### config.mk
export PLATFORM = sky130hd
export DESIGN_NAME = tile_pingpong_seq
export DESIGN_NICKNAME = d
export VERILOG_FILES = /design/src/rtl/tile_pingpong_seq.sv
export SDC_FILE = /design/constraint.sdc
export NUM_CORES = 1
export LEC_CHECK = 0
export BUFFER_PORTS_ARGS = -buffer_cell sky130_fd_sc_hd__buf_4
export CAP_MARGIN = 20
export CORE_MARGIN = 1
export CORE_UTILIZATION = 43
export DETAILED_ROUTE_END_ITERATION = 6
export PLACE_DENSITY = 0.68
export SLEW_MARGIN = 20
export SYNTH_ARGS = -nofsm -noshare
export SYNTH_HDL_FRONTEND = slang
export SYNTH_SLANG_ARGS = --single-unit
### constraint.sdc
create_clock -name clk -period 4.2 [get_ports clk]
set_input_delay 0.84 -clock clk [delete_from_list [all_inputs] [get_ports clk]]
set_output_delay 0.84 -clock clk [all_outputs]
set_load 0.005 [all_outputs]
### src/rtl/tile_pingpong_seq.sv
module tile_pingpong_seq #(
  parameter int AW = 32,
  parameter int CNT_W = 16,
  parameter int LEN_W = 32,
  parameter int TILE_BYTES = 16384,
  parameter logic [AW-1:0] BANK_BASE = 32'h5000_0000,
  parameter logic [AW-1:0] BANK_STRIDE = 32'h0008_0000
) (
  input  logic             clk,
  input  logic             rst_n,
  input  logic             go,
  input  logic [AW-1:0]    src_base,
  input  logic [CNT_W-1:0] tile_cnt,
  output logic             dma_start,
  output logic [AW-1:0]    dma_src,
  output logic [AW-1:0]    dma_dst,
  output logic [LEN_W-1:0] dma_len,
  input  logic             dma_done,
  output logic             cmp_start,
  output logic [AW-1:0]    cmp_base,
  input  logic             cmp_done,
  output logic             all_done
);
  typedef enum logic [1:0] {S_IDLE, S_LOAD, S_RUN} st_t;

  st_t              st;
  logic [AW-1:0]    src_q;
  logic [CNT_W-1:0] cnt_q, tile;
  logic             bank, dma_seen, cmp_seen;

  logic [CNT_W-1:0] nt;
  logic             nb, has_pf, last, both, launch;
  logic [AW-1:0]    pf_src;

  function automatic logic [AW-1:0] bank_addr(input logic b);
    return b ? BANK_BASE + BANK_STRIDE : BANK_BASE;
  endfunction

  assign nt     = (st == S_LOAD) ? '0 : tile + 1'b1;
  assign nb     = (st == S_LOAD) ? 1'b0 : ~bank;
  assign has_pf = ({1'b0, nt} + 1'b1) < {1'b0, cnt_q};
  assign last   = ({1'b0, tile} + 1'b1) == {1'b0, cnt_q};
  assign both   = (cmp_seen | cmp_done) & (dma_seen | dma_done);
  assign launch = (st == S_LOAD && dma_done) || (st == S_RUN && both && !last);
  assign pf_src = src_q + (AW'(nt) + AW'(1)) * AW'(TILE_BYTES);
  assign dma_len = LEN_W'(TILE_BYTES);

  always_ff @(posedge clk) begin
    if (!rst_n) begin
      st <= S_IDLE;
      src_q <= '0;
      cnt_q <= '0;
      tile <= '0;
      bank <= 1'b0;
      dma_seen <= 1'b0;
      cmp_seen <= 1'b0;
      dma_start <= 1'b0;
      dma_src <= '0;
      dma_dst <= '0;
      cmp_start <= 1'b0;
      cmp_base <= '0;
      all_done <= 1'b0;
    end else begin
      dma_start <= 1'b0;
      cmp_start <= 1'b0;
      case (st)
        S_IDLE: if (go) begin
          src_q <= src_base;
          cnt_q <= tile_cnt;
          if (tile_cnt == '0) all_done <= 1'b1;
          else begin
            all_done <= 1'b0;
            dma_start <= 1'b1;
            dma_src <= src_base;
            dma_dst <= bank_addr(1'b0);
            st <= S_LOAD;
          end
        end
        S_RUN: begin
          cmp_seen <= cmp_seen | cmp_done;
          dma_seen <= dma_seen | dma_done;
          if (both && last) begin
            all_done <= 1'b1;
            st <= S_IDLE;
          end
        end
        default: ;
      endcase
      if (launch) begin
        tile <= nt;
        bank <= nb;
        cmp_start <= 1'b1;
        cmp_base <= bank_addr(nb);
        cmp_seen <= 1'b0;
        dma_seen <= !has_pf;
        if (has_pf) begin
          dma_start <= 1'b1;
          dma_src <= pf_src;
          dma_dst <= bank_addr(~nb);
        end
        st <= S_RUN;
      end
    end
  end
endmodule

==> reports/summary.txt, run 1 <==
status - complete, but fails checks
failing checks - DRC
Layout Cells excl Fill - 1362
simple-gate share of the synthesized area - 0.214
Post-CTS Hold Buffers - 0
Synth async-reset ratio - 0
Max Freq - 0.245 GHz
Total GRT Usage - 0.225
CP most frequent cell - a211oi_2
critical path class - flip-flop to flip-flop
Setup Total Neg Slack - 0 ps
yosys warns - 0
worst reg2reg setup slack - 110 ps
worst vdd ir - 0.000278 V
Area growth syn-to-layout - 28.7%
worst setup path end - dma_src[21]
Design Area, Final - 0.0104 mm²
CTS buffer count - 17
Post-Syn Area - 0.00804 mm²
post-synthesis instance total - 969
first-pass GRT wire length - 34.4 mm
Worst Path Required - 4490 ps
NumNets Final - 1208
Clk pin slew, worst setup/hold paths - 70 ps
PwrDens - 363 mW/mm²
Reg-to-Reg End - dma_src[21]
largest net degree at the start of global routing - 79
endpoint type of the worst setup path - flip-flop
total clock sinks - 137
vias in the first global route - 6795
Die Wd - 139 µm
critical path depth - 21
internal power - 2.64 mW
xor/xnor share of the synthesized area - 0.0530
port bufs - 122
routability cong. - 0.918
Crit path buffers/inverters - 2
combinational share of power - 0.196
clock root cell - clkbuf_16
Compound-Gate Fraction of Synth Area - 0.171
dpl ws - -15.1 ps
PnR Total Power - 3.76 mW
largest family of logic cells by synthesized area - simple AND/OR/NAND/NOR gates
H-tree levels - 4
Finished Core Util - 0.570
r2r worst-path depth - 21
fraction of layout instances using a drive strength above 1 - 0.264
flops & latches, synth - 137
top cells by area, synth - dfxtp_1 (34%), nand2_1 (6.4%), buf_4 (6.3%), ha_1 (5.3%), mux2i_1 (4.9%)
slowest CP cell - dfxtp_4
WHS - 457 ps
most common cell after layout, fill and taps aside - buf_4
Post-synth EDFFs - 0
HP Class - flip-flop to flip-flop
GRT overflow - 0
Max Clock Skew - 20.8 ps
most frequent cells in the layout - buf_4 (183), nand2_1 (135), dfxtp_1 (130), a21oi_1 (75), conb_1 (61)
Skew-Pair Late Insertion Delay - 430 ps
Flop pwr share - 0.386
Final HPWL DP - 15.2 mm
Routed WL - 23.4 mm
TritonCTS clock tree - built
Synth Flop Type - dfxtp_1
actual slew at the worst max-slew pin - 620 ps
Lkg Pwr - 4.66 nW
final hold viol count - 0
Placed Area - 0.00926 mm²
Worst EP arrival - 4380 ps
hold path depth - 2
die area - 0.0193 mm²
IO Count - 184
final worst slack - 111 ps
CP max FO - 6
filler instances - 1629
Yosys cell types - 66
Yosys top cell by area - dfxtp_1
Final Max Slew Viols - 0
DRT Pass-1 Iters - 7
initial antenna violation count - 0
detailed-route via count - 7440
clock network fraction of design power - 0.418
FP Rows - 49
Initial Util - 0.443
adder-cell share of the synthesized area - 0.0554
top cell type's share of synthesized area - 0.341
initial DRC count - 625
Sw Pwr - 1.12 mW
placed insts - 1309
crit path launch type - flip-flop
worst-case clock buffer depth - 2
multiplexer share of the synthesized area - 0.0541
Vias/cell - 5.46
Core Area - 0.0181 mm²
sequential-to-total area share from yosys stat - 0.341
diode count - 0
switching share of power - 0.298
Max stage delay on crit path - 370 ps
DIE HEIGHT - 139 µm
# DRC - 18
Max-Cap Viols - 0
Top delay family on crit path - compound AO/OA/AOI/OAI gates
final cycle utilization of the critical path - 0.974
wire per inst - 17.2 µm
relative slew slack - 0.583
crit path cell chain - ha_4, and2_4, ha_4, nand4_1, a211oi_2, nand2_1, nor3_4, nand3_2, xnor2_2, ha_1, a211o_1, a211oi_2, nand2_1, o21ai_1, o211ai_1, a21oi_2, buf_4, nand2_8, buf_12, nor2_1, a211oi_2
Antenna Nets Post-Route - 0
Final min period - 4090 ps
Critical Path Source - tile[0]
Avg Cell Area, Syn - 8.30 µm²
Setup-failing EPs final - 0
R2R Path Start - tile[0]
[registers in the layout, indices dropped and copies added (netlist names)]
| signal | flops |
|---|---|
| dma_src | 32 |
| st | 2 |
| tile | 16 |
| cmp_seen | 1 |
| dma_seen | 1 |
| cnt_q | 16 |
| src_q | 32 |
| all_done | 1 |
| dma_start | 1 |
| dma_dst | 32 |
| cmp_start | 1 |
| cmp_base | 2 |
[synth_stat cells, drive strengths merged (5+ instances only)]
cell type,instances
xnor2,27
nand4b,5
o211ai,5
clkbuf,46
xor2,14
nand2,141
o21ai,23
o21a,7
nor4,12
mux2i,39
nor3,20
inv,34
dfxtp,137
nand2b,6
nand4,9
nor2,65
a31oi,7
buf,83
and4,30
nand3,22
o211a,5
nor2b,9
o31ai,5
or3,8
a21oi,76
ha,34
a211oi,34
[worst min path at each step]
stage,startpoint,end,slack (ps)
after detailed placement,src_q[12],src_q[12],450
after global placement,src_q[5],src_q[5],440
final,cnt_q[3],cnt_q[3],460
after global routing,src_q[5],src_q[5],480
after CTS,src_q[12],src_q[12],460
after floorplan,cnt_q[12],cnt_q[12],440
[worst min-delay path: stages (launching register included)]
cell and delay, ps:
dfxtp_1 310, nand2_1 50, a21oi_1 50
[metal layers]
metal | track usage | vias to the layer above | wire length, µm
met1 | 0.286 | 3517 | 10100
met4 | 0.0965 | 0 | 545
met2 | 0.357 | 270 | 11000
met3 | 0.0608 | 31 | 1720
met5 | 0 | - | 0
li1 | - | 3622 | -
[cell type report]
type	instances	area, µm²	share of cell area
Timing Repair Buffer	200	1710	0.165
Inverter	34	129	0.0125
Clock inverter	15	198	0.0191
Multi-Input combinational cell	730	4850	0.468
Clock buffer	17	425	0.0411
Tap cell	229	287	0.0277
Sequential cell	137	2760	0.266
[kinds of logic (layout without fill, tap and decap cells)]
group | count (synthesis) | in the layout
simple gates | 345 | 347
flops | 137 | 137
fa+ha+maj | 35 | 35
compound gates | 200 | 200
mux | 43 | 43
other cells | 2 | 61
buf+inv | 163 | 266
xor+xnor | 44 | 44
[power by group through the flow]
stage	Clock [mW]	Sequential [mW]	Combinational (mW)
floorplan	0	1.47	0.435
global placement	0	1.48	0.645
detailed placement	0	1.48	0.652
CTS	1.60	1.45	0.657
global route	1.67	1.46	0.795
finish	1.57	1.45	0.735
[timing repair]
| item | CTS | global route |
|---|---|---|
| hold endpoints to repair | 0 | 0 |
| endpoints found under the setup margin | 28 | 66 |
| gates resized for setup | 2 | 51 |
| pin swaps | 0 | 20 |
| setup buffers | 0 | 10 |
| gates cloned | 0 | 11 |
Note: power is estimated with default switching activity, not from simulation.
==> run 2, diff against run 1 <==
Settings changed: CORE_MARGIN 1 to 3.
==> run 2 against run 1 <==
  * The run now ends clean
  * Maximum frequency is 0.90% lower
  * Final cell count grew 0.15%
  * Clock skew fell by 12 ps
  * Critical path depth down 2
  * Utilization decreased by 0.52 points
  * Non-clock buffer count increased by 2
  * Critical path type unchanged
==> reports/summary.txt, run 2 (same netlist as run 1, synthesis figures left out) <==
status - finished clean
initial DRC count - 486
diode count - 0
Clk pin slew, worst setup/hold paths - 70 ps
Layout Cells excl Fill - 1364
initial antenna violation count - 0
fraction of layout instances using a drive strength above 1 - 0.261
Setup Total Neg Slack - 0 ps
PwrDens - 354 mW/mm²
Routed WL - 23.2 mm
die area - 0.0204 mm²
Lkg Pwr - 4.61 nW
register area - 0.00276 mm²
CTS buffer count - 17
most frequent cells in the layout - buf_4 (188), nand2_1 (134), dfxtp_1 (130), a21oi_1 (74), nor2_1 (64)
first-pass GRT wire length - 34.9 mm
CP max FO - 7
critical path class - flip-flop to flip-flop
Final Max Slew Viols - 0
final hold viol count - 0
TritonCTS clock tree - built
actual slew at the worst max-slew pin - 597 ps
largest registers - dma_dst: 32 flops, dma_src: 32 flops, src_q: 32 flops
Max Clock Skew - 8.88 ps
GRT overflow - 0
Core Area - 0.0181 mm²
Max stage delay on crit path - 540 ps
NumNets Final - 1210
Total GRT Usage - 0.212
WHS - 456 ps
HP Class - flip-flop to flip-flop
FP Rows - 49
relative slew slack - 0.598
filler instances - 1681
routability cong. - 0.905
largest net degree at the start of global routing - 68
crit path cell chain - nand4_4, or4_4, a311oi_4, nand2_2, nor3_4, nand3_2, xnor2_2, ha_1, a211o_1, a211oi_2, nand2_1, o21ai_1, o211ai_1, a21oi_2, buf_6, buf_4, nand2_2, buf_6, o211a_1
Vias/cell - 5.38
final worst slack - 73.9 ps
Max-Cap Viols - 0
DIE HEIGHT - 143 µm
Setup-failing EPs final - 0
Final HPWL DP - 15.4 mm
H-tree levels - 4
Initial Util - 0.443
IO Count - 184
Worst EP arrival - 4450 ps
slowest CP cell - or4_4
Max Freq - 0.242 GHz
Antenna Nets Post-Route - 0
worst vdd ir - 0.000282 V
Area growth syn-to-layout - 27.5%
Final min period - 4130 ps
final cycle utilization of the critical path - 0.982
Post-CTS Hold Buffers - 0
wire per inst - 17.0 µm
Die Wd - 143 µm
worst-case clock buffer depth - 2
most common cell after layout, fill and taps aside - buf_4
Finished Core Util - 0.565
crit path launch type - flip-flop
vias in the first global route - 6905
clock root cell - clkbuf_16
detailed-route via count - 7343
dpl ws - -108 ps
Skew-Pair Late Insertion Delay - 430 ps
area of the multi-input gates - 0.00481 mm²
total clock sinks - 137
placed insts - 1310
DRT Pass-1 Iters - 5
# DRC - 0
endpoint type of the worst setup path - flip-flop
port bufs - 122
Worst Path Required - 4520 ps
## run 2: cell count changes in the layout (fill, tap and decap cells not counted), sizes merged
cell / change
buf: +2
bufinv: -2
inv: +2
## run 2: layer usage
metal  global-route usage  share of wire
met4               0.0625          0.028
met3               0.0640          0.073
met5                    0              0
met2                0.338           0.46
met1                0.277           0.44
## run 2: worst paths after layout
kind | startpoint | end | slack [ps] | cells past startpoint
min reg2reg | src_q[10] | src_q[10] | 460 | 2
max | tile[2] | dma_src[30] | 70 | 19
max reg2reg | tile[2] | dma_src[30] | 70 | 19
min | src_q[10] | src_q[10] | 460 | 2
## run 2: critical path, delay by kind of cell (launching register included)
kind | cells | cell delay [ps]
xor+xnor | 1 | 170
simple gates | 7 | 1240
flops | 1 | 410
fa+ha+maj | 1 | 320
buf+inv | 3 | 430
compound gates | 7 | 1440
## run 2: timing repair
| item | in CTS | in global routing |
|---|---|---|
| setup endpoints to repair | 64 | 66 |
| cloned | 0 | 10 |
| buffers inserted | 0 | 11 |
| gates resized for setup | 5 | 41 |
| pin swaps | 3 | 18 |
## run 2: power breakdown
group	switching [mW]	total, mW	internal, mW
logic	0.386	0.716	0.330
registers	0.0626	1.45	1.39
clock network	0.671	1.46	0.789
## run 2: area by class of cell
type                            instances  share of cell area
Tap cell                              229              0.0279
Timing Repair Buffer                  202               0.165
Inverter                               34              0.0126
Clock buffer                           17              0.0415
Sequential cell                       137               0.269
Multi-Input combinational cell        730               0.469
Clock inverter                         15              0.0143
## run 2: per-stage QoR
stage	cell area [µm²]	total power [mW]
floorplan	8280	1.90
global placement	9230	2.11
detailed placement	9230	2.12
CTS	9820	3.57
global route	10300	3.79
finish	10300	3.63
==> run 3, diff against run 2 <==
Settings changed: CORE_UTILIZATION 43 to 40, PLACE_DENSITY 0.68 to not set.
==> run 3 against run 2 <==
  * Flip-flop and latch count did not move
  * Power up 0.56%
  * Design area rose by 0.84%
  * Critical endpoint is now dma_dst[19]
  * Highest routed layer unchanged
==> reports/summary.txt, run 3 (same netlist as run 1, synthesis figures left out) <==
status - finished clean
actual slew at the worst max-slew pin - 632 ps
NumNets Final - 1214
worst vdd ir - 0.000258 V
first-pass GRT wire length - 35.3 mm
final hold viol count - 0
final cycle utilization of the critical path - 0.985
area of the multi-input gates - 0.00488 mm²
Top delay family on crit path - compound AO/OA/AOI/OAI gates
largest registers - dma_dst: 32 flops, dma_src: 32 flops, src_q: 32 flops
Vias/cell - 5.17
GRT overflow - 0
port bufs - 122
R2R Path Start - tile[1]
Max Freq - 0.242 GHz
Worst EP arrival - 4410 ps
worst setup path end - dma_dst[19]
Setup-failing EPs final - 0
worst reg2reg setup slack - 70 ps
HP Class - flip-flop to flip-flop
Post-CTS Hold Buffers - 0
FP Rows - 51
wire per inst - 16.7 µm
Final Max Slew Viols - 0
Area growth syn-to-layout - 28.6%
relative slew slack - 0.577
RSZ-0062 raised after global routing - true
total clock sinks - 137
Worst Path Required - 4480 ps
clock root cell - clkbuf_16
CTS buffer count - 17
Die Wd - 148 µm
fraction of layout instances using a drive strength above 1 - 0.275
endpoint type of the worst setup path - flip-flop
switching share of power - 0.310
critical path class - flip-flop to flip-flop
H-tree levels - 4
Final min period - 4130 ps
initial DRC count - 566
Crit path buffers/inverters - 1
Max stage delay on crit path - 360 ps
Max-Cap Viols - 0
routability cong. - 0.910
Reg-to-Reg End - dma_dst[19]
Final HPWL DP - 15.9 mm
Sw Pwr - 1.13 mW
most common cell after layout, fill and taps aside - buf_4
Lkg Pwr - 4.61 nW
worst-case clock buffer depth - 2
filler instances - 1919
Max Clock Skew - 11.3 ps
crit path cell chain - ha_4, and2_4, ha_4, nand4_1, a211oi_2, nand2_1, nor3_4, nand3_2, xnor2_2, ha_1, a211o_1, a211oi_2, nand2_1, o21ai_1, o211ai_1, a21oi_2, buf_6, nand2_8, nor3_1, a211oi_1
CP max FO - 5
IO Count - 184
r2r worst-path depth - 20
PnR Total Power - 3.65 mW
initial antenna violation count - 0
Routed WL - 23.4 mm
Total GRT Usage - 0.200
die area - 0.0218 mm²
slowest CP cell - dfxtp_4
DIE HEIGHT - 148 µm
Skew-Pair Late Insertion Delay - 430 ps
Clk pin slew, worst setup/hold paths - 60 ps
register area - 0.00275 mm²
most frequent cells in the layout - buf_4 (191), nand2_1 (136), dfxtp_1 (133), a21oi_1 (75), conb_1 (61)
combinational share of power - 0.198
TritonCTS clock tree - built
diode count - 0
crit path launch type - flip-flop
Initial Util - 0.411
PwrDens - 353 mW/mm²
internal power - 2.52 mW
detailed-route via count - 7252
Flop pwr share - 0.398
DRT Pass-1 Iters - 5
WHS - 456 ps
Core Area - 0.0196 mm²
critical path depth - 20
vias in the first global route - 6578
Critical Path Source - tile[1]
largest net degree at the start of global routing - 68
hold path depth - 2
clock network fraction of design power - 0.404
Antenna Nets Post-Route - 0
# DRC - 0
## run 3: layout make-up
| class | count | area share |
|---|---|---|
| sequential | 137 | 0.266 |
| clock inverter | 14 | 0.0125 |
| tap | 265 | 0.0321 |
| clock buffer | 18 | 0.0425 |
| inverter | 34 | 0.0125 |
| multi-input combinational | 730 | 0.472 |
| timing repair buffer | 206 | 0.162 |
## run 3: tightest hold or removal path, cell delays in order (launching register included)
cell and delay (ps):
dfxtp_1 310, nand2_1 50, a21oi_1 50
## run 3: timing repair
item                                    4_1_cts  5_1_grt
endpoints found under the setup margin       63       66
setup buffers                                 0        6
resized for setup                             4       60
cloned                                        0        9
pin swaps                                     1       24
## run 3: per-layer routing
layer / up-vias / wire (µm) / track usage
li1: 3619 / - / -
met1: 3364 / 11000 / 0.281
met2: 246 / 10600 / 0.311
met3: 23 / 1510 / 0.0414
met4: 0 / 309 / 0.0577
met5: - / 0 / 0
## run 3: worst min-delay path by stage
stage,from,endpoint
floorplan,cnt_q[12],cnt_q[12]
global placement,src_q[13],src_q[13]
detailed placement,cnt_q[3],cnt_q[3]
CTS,cnt_q[3],cnt_q[3]
global route,cnt_q[3],cnt_q[3]
finish,cnt_q[3],cnt_q[3]
## run 3: stage by stage
| stage | TNS (ps) | setup WS, ps | utilization | area [µm²] | cells |
|---|---|---|---|---|---|
| 2_1_floorplan | 0 | 22.5 | - | 8280 | 1028 |
| 3_3_place_gp | 0 | 64.2 | 0.477 | 9350 | 1357 |
| 3_5_place_dp | -2670 | -81.9 | 0.477 | 9350 | 1357 |
| 4_1_cts | 0 | 14.0 | 0.507 | 9940 | 1389 |
| 5_1_grt | -4900 | -143 | 0.528 | 10300 | 1404 |
| 6_report | 0 | 65.1 | 0.528 | 10300 | 1404 |
## run 3: power by group through the flow
stage / Clock [mW] / Sequential, mW / Combinational (mW)
global route: 1.55 / 1.46 / 0.790
global placement: 0 / 1.48 / 0.646
finish: 1.47 / 1.45 / 0.722
detailed placement: 0 / 1.48 / 0.649
floorplan: 0 / 1.47 / 0.435
CTS: 1.50 / 1.45 / 0.653
